`src/rtl/dpic_pkg.sv`:
```
package dpic_pkg;
  localparam int unsigned VEC_W = 8;
  localparam logic [VEC_W-1:0] VEC_BASE = 8'h0A;
endpackage

```
`src/rtl/dpic_sync.sv`:
```
module dpic_sync (
  input  logic clk_i,
  input  logic rst_ni,
  input  logic d_i,
  output logic q_o
);
  logic [1:0] ff_q;
  always_ff @(posedge clk_i or negedge rst_ni) begin
    if (!rst_ni) ff_q <= '0;
    else         ff_q <= {ff_q[0], d_i};
  end
  assign q_o = ff_q[1];
endmodule

```
`src/rtl/dpic_chan.sv`:
```
module dpic_chan (
  input  logic clk_i,
  input  logic rst_ni,
  input  logic pin_i,
  input  logic dma_en_i,
  input  logic ext_sync_i,
  input  logic mask_i,
  input  logic ack_hit_i,
  output logic dma_req_o,
  output logic pend_o,
  output logic irq_o
);
  logic pin_s, pin_d, dma_mode, rise;

  dpic_sync i_sync (
    .clk_i  (clk_i),
    .rst_ni (rst_ni),
    .d_i    (pin_i),
    .q_o    (pin_s)
  );

  assign dma_mode  = dma_en_i & ext_sync_i;
  assign dma_req_o = dma_mode & pin_s;
  assign rise      = pin_s & ~pin_d & ~dma_mode;

  always_ff @(posedge clk_i or negedge rst_ni) begin
    if (!rst_ni) begin
      pin_d  <= 1'b0;
      pend_o <= 1'b0;
    end else begin
      pin_d  <= pin_s;
      // a fresh edge wins over a same-cycle acknowledge
      pend_o <= rise | (pend_o & ~ack_hit_i);
    end
  end

  assign irq_o = pend_o & ~mask_i;
endmodule

```
`src/rtl/dpic_prio.sv`:
```
module dpic_prio #(
  parameter int unsigned N_CH  = 2,
  parameter int unsigned VEC_W = 8,
  parameter logic [VEC_W-1:0] VEC_BASE = 8'h0A
) (
  input  logic [N_CH-1:0]  req_i,
  output logic             any_o,
  output logic [VEC_W-1:0] vec_o
);
  always_comb begin
    any_o = 1'b0;
    vec_o = '0;
    for (int i = N_CH - 1; i >= 0; i--) begin
      if (req_i[i]) begin
        any_o = 1'b1;
        vec_o = VEC_BASE + VEC_W'(i);
      end
    end
  end
endmodule

```
`src/rtl/dpic_pin_ctrl.sv`:
```
module dpic_pin_ctrl
  import dpic_pkg::*;
#(
  parameter int unsigned N_CH = 2
) (
  input  logic             clk_i,
  input  logic             rst_ni,
  input  logic [N_CH-1:0]  pin_i,
  input  logic [N_CH-1:0]  dma_en_i,
  input  logic [N_CH-1:0]  ext_sync_i,
  input  logic [N_CH-1:0]  irq_mask_i,
  input  logic             ack_i,
  input  logic [VEC_W-1:0] ack_vec_i,
  output logic [N_CH-1:0]  dma_req_o,
  output logic             irq_req_o,
  output logic [VEC_W-1:0] irq_vec_o
);
  logic [N_CH-1:0] pend, irq;

  for (genvar g = 0; g < N_CH; g++) begin : g_ch
    logic ack_hit;
    assign ack_hit = ack_i && (ack_vec_i == VEC_BASE + VEC_W'(g));
    dpic_chan i_chan (
      .clk_i      (clk_i),
      .rst_ni     (rst_ni),
      .pin_i      (pin_i[g]),
      .dma_en_i   (dma_en_i[g]),
      .ext_sync_i (ext_sync_i[g]),
      .mask_i     (irq_mask_i[g]),
      .ack_hit_i  (ack_hit),
      .dma_req_o  (dma_req_o[g]),
      .pend_o     (pend[g]),
      .irq_o      (irq[g])
    );
  end

  dpic_prio #(.N_CH(N_CH), .VEC_W(VEC_W), .VEC_BASE(VEC_BASE)) i_prio (
    .req_i (irq),
    .any_o (irq_req_o),
    .vec_o (irq_vec_o)
  );
endmodule

```
`config.mk`:
```
export PLATFORM = sky130hd
export DESIGN_NAME = dpic_pin_ctrl
export DESIGN_NICKNAME = d
export VERILOG_FILES = /design/src/rtl/dpic_pkg.sv /design/src/rtl/dpic_sync.sv /design/src/rtl/dpic_chan.sv /design/src/rtl/dpic_prio.sv /design/src/rtl/dpic_pin_ctrl.sv
export SDC_FILE = /design/constraint.sdc
export NUM_CORES = 1
export LEC_CHECK = 0
export ABC_AREA = 0
export CORE_MARGIN = 2
export CORE_UTILIZATION = 29
export CTS_BUF_LIST = sky130_fd_sc_hd__clkbuf_8
export CTS_CLUSTER_SIZE = 10
export DETAILED_ROUTE_END_ITERATION = 10
export GPL_TIMING_DRIVEN = 0
export PLACE_DENSITY = 0.72
export SYNTH_ARGS = -nofsm -noshare
export SYNTH_HDL_FRONTEND = slang
export SYNTH_HIERARCHICAL = 1
export SYNTH_SLANG_ARGS = --single-unit
```
`constraint.sdc`:
```
create_clock -name clk_i -period 0.9 [get_ports clk_i]
set_input_delay 0.09 -clock clk_i [delete_from_list [all_inputs] [get_ports clk_i]]
set_output_delay 0.09 -clock clk_i [all_outputs]
set_load 0.01 [all_outputs]
```
==> out/results.ini, run 1 <==
[clock_tree]
htreeDepth = 1
cts_num_sinks = 8
worstSkewPairLatency_ps = 220
cts-buffers-inserted = 3
clk_pin_slew_ps = 40
cts_hold_buf = 0
root_buffer = clkbuf_8
cts_buffer_depth = 2
cts_tree = done

[sta]
finalCritPeriodShare = 1.44
whs_ps = 135
report.final.slew_viol_count = 0
setup_slack_ps = -398
fmax_ghz = 0.770
hold_violations = 0
clock_skew_ps = 0.0751
grt_setup_unrepaired = true
setup_viol = 8
min_period_ps = 1300
setup_tns_ps = -1660

[layout]
layout_common_cells = 9 x buf_6, 8 x dfrtp_1, 8 x clkdlybuf4s50_1
drive_gt1_frac = 0.456
final_cell_count_no_fill = 82
antenna_cells = 0
final_common_cell = buf_6
nNetsFinal = 89
area_growth_pct = 104

[floorplanning]
dieArea_um2 = 1600
die_h_um = 40.0
coreArea_um2 = 1160
core.rowCount = 12
start_util = 0.326
die_w_um = 40.0
ios = 30

[global_routing]
grt-ovfl-total = 0
grt_pass1_vias = 299
antenna_found_initial = 0
grtUsageTotal = 0.108
grt_max_degree = 9
grt_pass1_wl_um = 1100

[worst_setup_path]
reg2reg_slack_ps = 60
reg2reg_depth = 2
timing.rr.start = g_ch[0].i_chan/i_sync/ff_q[1]
setup.worst_path.end_class = output port
reg2reg_to = g_ch[0].i_chan/pend_o
cp.required_ps = 810
setup.worst_path.class = reg2out
cp_data_arrival_time_ps = 1210
crit_path_start_kind = flip-flop
cp_max_fo = 3

[yosys]
netlist-cell-type-count = 13
netlist_instances = 35
synth_warnings = 6
yosysSeqAreaShare = 0.532
syn-mean-instance-area_um2 = 10.8
synth_area_um2 = 377
ys_ff_latch = 8

[drt]
drt_iter0_markers = 4
dr_total_vias = 336
routed_wirelength_um = 819
drcViolationCount = 0
via_per_inst = 4.10
postRouteAntennaNets = 0
drt_first_pass_iters = 2
avgRoutedWirePerCell_um = 9.99

[power_and_ir_drop]
ir_drop_v = 0.000905
power.density_nw_per_um2 = 1280
p_leak_nw = 0.405

[place]
dp_worst_setup_slack_ps = -723
dp.cells = 77
io_buffers = 24
gp_congestion = 0.560
dpl.hpwl_um = 591

[status]
violations = negative setup slack
run_status = finished, violations left

[hold_path]
holdCritPathClass = in2async

[run]
drv_cap = 0

==> repair_timing <==
action	4_1_cts	5_1_grt
setup endpoints to repair	8	8
buffers inserted	1	1
resized for setup	46	9
pin swaps	5	5
cloned	0	0
==> cell type report <==
class                           instances  area [um^2]
Fill cell                              92          387
Clock buffer                            3         41.3
Buffer                                  7         60.1
Timing Repair Buffer                   26          264
Multi-Input combinational cell         19          168
Inverter                                5         18.8
Tap cell                               14         17.5
Sequential cell                         8          200
==> stage by stage <==
step / utilization / total power [mW] / area, um^2
after global placement: 0.578 / 0.570 / 668
after global routing: 0.666 / 1.03 / 769
after CTS: 0.631 / 0.999 / 729
final: 0.666 / 0.988 / 769
after floorplan: - / 0.456 / 410
after detailed placement: 0.578 / 0.573 / 668
==> routing by layer <==
metal  track usage  up-vias  wire length (um)
li1              -      167                 -
met2         0.173       20               444
met3        0.0389        0               106
met5             0        -                 0
met1         0.105      149               268
met4         0.103        0                 0
==> sequential cells by signal (all words and copies together), names as in the netlist <==
| register | count |
|---|---|
| g_ch.i_chan/i_sync/ff_q | 4 |
| g_ch.i_chan/pend_o | 2 |
| g_ch.i_chan/pin_d | 2 |
==> critical path: stages (launching register included) <==
cell and delay [ps]:
dfrtp_1 380, nor2b_4 130, or2_4 260, buf_6 110, buf_6 110
==> how the worst max path moves through the flow <==
stage / slack, ps / from / end / depth (start not counted)
final: -400 / g_ch[0].i_chan/pend_o / irq_vec_o[1] / 4
after global routing: -430 / g_ch[0].i_chan/pend_o / irq_vec_o[3] / 4
after CTS: -390 / g_ch[0].i_chan/pend_o / irq_vec_o[1] / 4
after detailed placement: -720 / ack_vec_i[5] / g_ch[1].i_chan/pend_o / 5
after global placement: -700 / ack_vec_i[5] / g_ch[1].i_chan/pend_o / 5
after floorplan: -240 / ack_vec_i[5] / g_ch[1].i_chan/pend_o / 4
==> power by group <==
group / total (mW) / leakage [nW] / switching, mW / internal, mW
Combinational: 0.199 / 0.296 / 0.0654 / 0.134
Sequential: 0.382 / 0.0875 / 0.00562 / 0.376
Clock: 0.407 / 0.0216 / 0.119 / 0.288
Total: 0.988 / 0.405 / 0.190 / 0.798
==> cell usage after synthesis (all sizes together) <==
master,instances,area share
nor3,2,0.027
a32o,2,0.053
conb,1,0.010
inv,5,0.050
buf,7,0.14
nand4bb,1,0.030
nand2,2,0.020
and3,2,0.040
or2,1,0.017
dfrtp,8,0.53
or4b,1,0.027
and2b,1,0.023
nor2b,2,0.033
==> cells by family (layout without fill, tap and decap cells) <==
family          count (synthesis)  in the layout  synth area share
other cells                     1              5           0.00996
compound gates                  2              2            0.0532
simple gates                   12             12             0.216
flops                           8              8             0.532
buf+inv                        12             41             0.189
No activity file was read; power rests on OpenSTA's default activity.
==> run 2, diff against run 1 <==
--- a/config.mk
+++ b/config.mk
@@ -12,7 +12,8 @@
 export CTS_CLUSTER_SIZE = 10
 export DETAILED_ROUTE_END_ITERATION = 10
 export GPL_TIMING_DRIVEN = 0
-export PLACE_DENSITY = 0.72
+export PLACE_DENSITY = 0.75
+export SKIP_LAST_GASP = 1
 export SYNTH_ARGS = -nofsm -noshare
 export SYNTH_HDL_FRONTEND = slang
 export SYNTH_HIERARCHICAL = 1
==> run 2 against run 1 <==
Compared with the run above: the run still ends with negative setup slack left; die area stayed put; via count up 0.89%; critical path type unchanged; worst hold slack gained 1.6 ps.
==> out/results.ini, run 2 (synthesis gave the netlist of run 1 again) <==
[drt]
drcViolationCount = 0
via_per_inst = 4.04
routed_wirelength_um = 860
drt_iter0_markers = 0
avgRoutedWirePerCell_um = 10.2
dr_total_vias = 339
postRouteAntennaNets = 0
drt_first_pass_iters = 1

[floorplanning]
die_w_um = 40.0
core.rowCount = 12
start_util = 0.326
die_h_um = 40.0
ios = 30
coreArea_um2 = 1160
dieArea_um2 = 1600

[sta]
finalCritPeriodShare = 1.44
fmax_ghz = 0.772
grt_setup_unrepaired = true
setup_tns_ps = -1620
hold_violations = 0
clock_skew_ps = 0.0883
report.final.slew_viol_count = 0
min_period_ps = 1290
setup_slack_ps = -395
setup_viol = 8

[layout]
nFillCells = 97
layout_common_cells = 9 x buf_4, 9 x buf_6, 9 x clkdlybuf4s50_1
reg_top3 = g_ch.i_chan/i_sync/ff_q x4, g_ch.i_chan/pend_o x2, g_ch.i_chan/pin_d x2
final_area_um2 = 786
antenna_cells = 0
utilization = 0.680
largest_reg_flops = 4
largest_register = g_ch.i_chan/i_sync/ff_q
nNetsFinal = 91
drive_gt1_frac = 0.486
area_growth_pct = 109

[clock_tree]
worstSkewPairLatency_ps = 220
cts_tree = done
cts-buffers-inserted = 3
cts_num_sinks = 8
htreeDepth = 1
root_buffer = clkbuf_8
cts_buffer_depth = 2
cts_hold_buf = 0
clk_pin_slew_ps = 40

[power_and_ir_drop]
ir_drop_v = 0.000953
clkPwrFrac = 0.411
internal_power_uw = 803
p_leak_nw = 0.407
combPwrFrac = 0.207
switching_share = 0.197
power_mw = 1.00
seqPwrFrac = 0.381
power_switching_uw = 197
power.density_nw_per_um2 = 1270

[place]
dp_worst_setup_slack_ps = -709
placed_area_um2 = 668
dpl.hpwl_um = 610
io_buffers = 24
gp_congestion = 0.594

[global_routing]
grt_max_degree = 9
antenna_found_initial = 0
grt-ovfl-total = 0
grt_pass1_wl_um = 1260
grtUsageTotal = 0.118
grt_pass1_vias = 336

[worst_setup_path]
cp.required_ps = 810
crit_chain = nor2b_4 > or2_4 > buf_6 > buf_6
timing.critical_path.buf_inv = 2
cp_slowest_cell = dfrtp_1
path_delay_family = simple AND/OR/NAND/NOR gates
cp_data_arrival_time_ps = 1200
cp_common_cell = buf_6
cp_max_fo = 3
slowest_delay_ps = 370
reg2reg_slack_ps = -30
setup.worst_path.end_class = output port
setup.worst_path.class = reg2out
crit_path_start_kind = flip-flop

[hold_path]
holdCritPathClass = in2async

[status]
run_status = finished, violations left
violations = negative setup slack

[run]
drv_cap = 0

-- run 2: layer usage --
metal / share of wire / track usage / up-vias
met1: 0.34 / 0.111 / 151
met3: 0.11 / 0.0278 / 0
met2: 0.55 / 0.222 / 17
met5: 0 / 0 / -
li1: - / - / 171
met4: 0 / 0.0776 / 0
-- run 2: worst paths after layout --
| check | start | end | depth (start not counted) |
|---|---|---|---|
| max | g_ch[0].i_chan/pend_o | irq_vec_o[1] | 4 |
| min | rst_ni | g_ch[0].i_chan/i_sync/ff_q[1] | 1 |
| max reg2reg | g_ch[0].i_chan/pend_o | g_ch[0].i_chan/pend_o | 3 |
| min reg2reg | g_ch[1].i_chan/i_sync/ff_q[0] | g_ch[1].i_chan/i_sync/ff_q[1] | 0 |
| max in group asynchronous | rst_ni | g_ch[1].i_chan/i_sync/ff_q[1] | 1 |
| min in group clk_i | ack_vec_i[7] | g_ch[0].i_chan/pend_o | 5 |
-- run 2: worst register-to-register path, delay by kind of cell, from the launching register on --
family	cells	cell delay (ps)
DFF	1	370
AOI/OAI and AO/OA	1	190
buffers and inverters	2	250
-- run 2: per-stage QoR --
step | hold WS, ps | std cells
2_1_floorplan | -206 | 39
3_3_place_gp | 335 | 77
3_5_place_dp | 346 | 77
4_1_cts | 144 | 83
5_1_grt | 178 | 84
6_report | 137 | 84
-- run 2: what timing repair did --
item,in CTS,in global routing
pin swaps,5,6
cloned,0,0
buffers inserted,3,1
endpoints found under the hold margin,0,0
endpoints found under the setup margin,8,8
gates resized for setup,46,10
-- run 2: power by group through the flow --
stage / sequential [mW] / combinational (mW) / clock (mW)
6_report: 0.381 / 0.207 / 0.411
5_1_grt: 0.383 / 0.225 / 0.428
4_1_cts: 0.381 / 0.193 / 0.428
3_5_place_dp: 0.387 / 0.186 / 0
3_3_place_gp: 0.386 / 0.183 / 0
2_1_floorplan: 0.385 / 0.0707 / 0
-- run 2: cell type report --
type	instances	area, um^2	share of cell area
repair buffers	28	273	0.347
flip-flops and latches	8	200	0.255
multi-input cells	19	175	0.223
plain buffers	7	60.1	0.0764
clock buffers	3	41.3	0.0525
inverters	5	18.8	0.0239
well taps	14	17.5	0.0223
==> run 3, diff against run 2 <==
--- a/config.mk
+++ b/config.mk
@@ -14,6 +14,7 @@
 export GPL_TIMING_DRIVEN = 0
 export PLACE_DENSITY = 0.75
 export SKIP_LAST_GASP = 1
+export SLEW_MARGIN = 20
 export SYNTH_ARGS = -nofsm -noshare
 export SYNTH_HDL_FRONTEND = slang
 export SYNTH_HIERARCHICAL = 1
==> results of run 3 <==
Same layout as run 2: the final DEF is identical, and so are final timing and power.
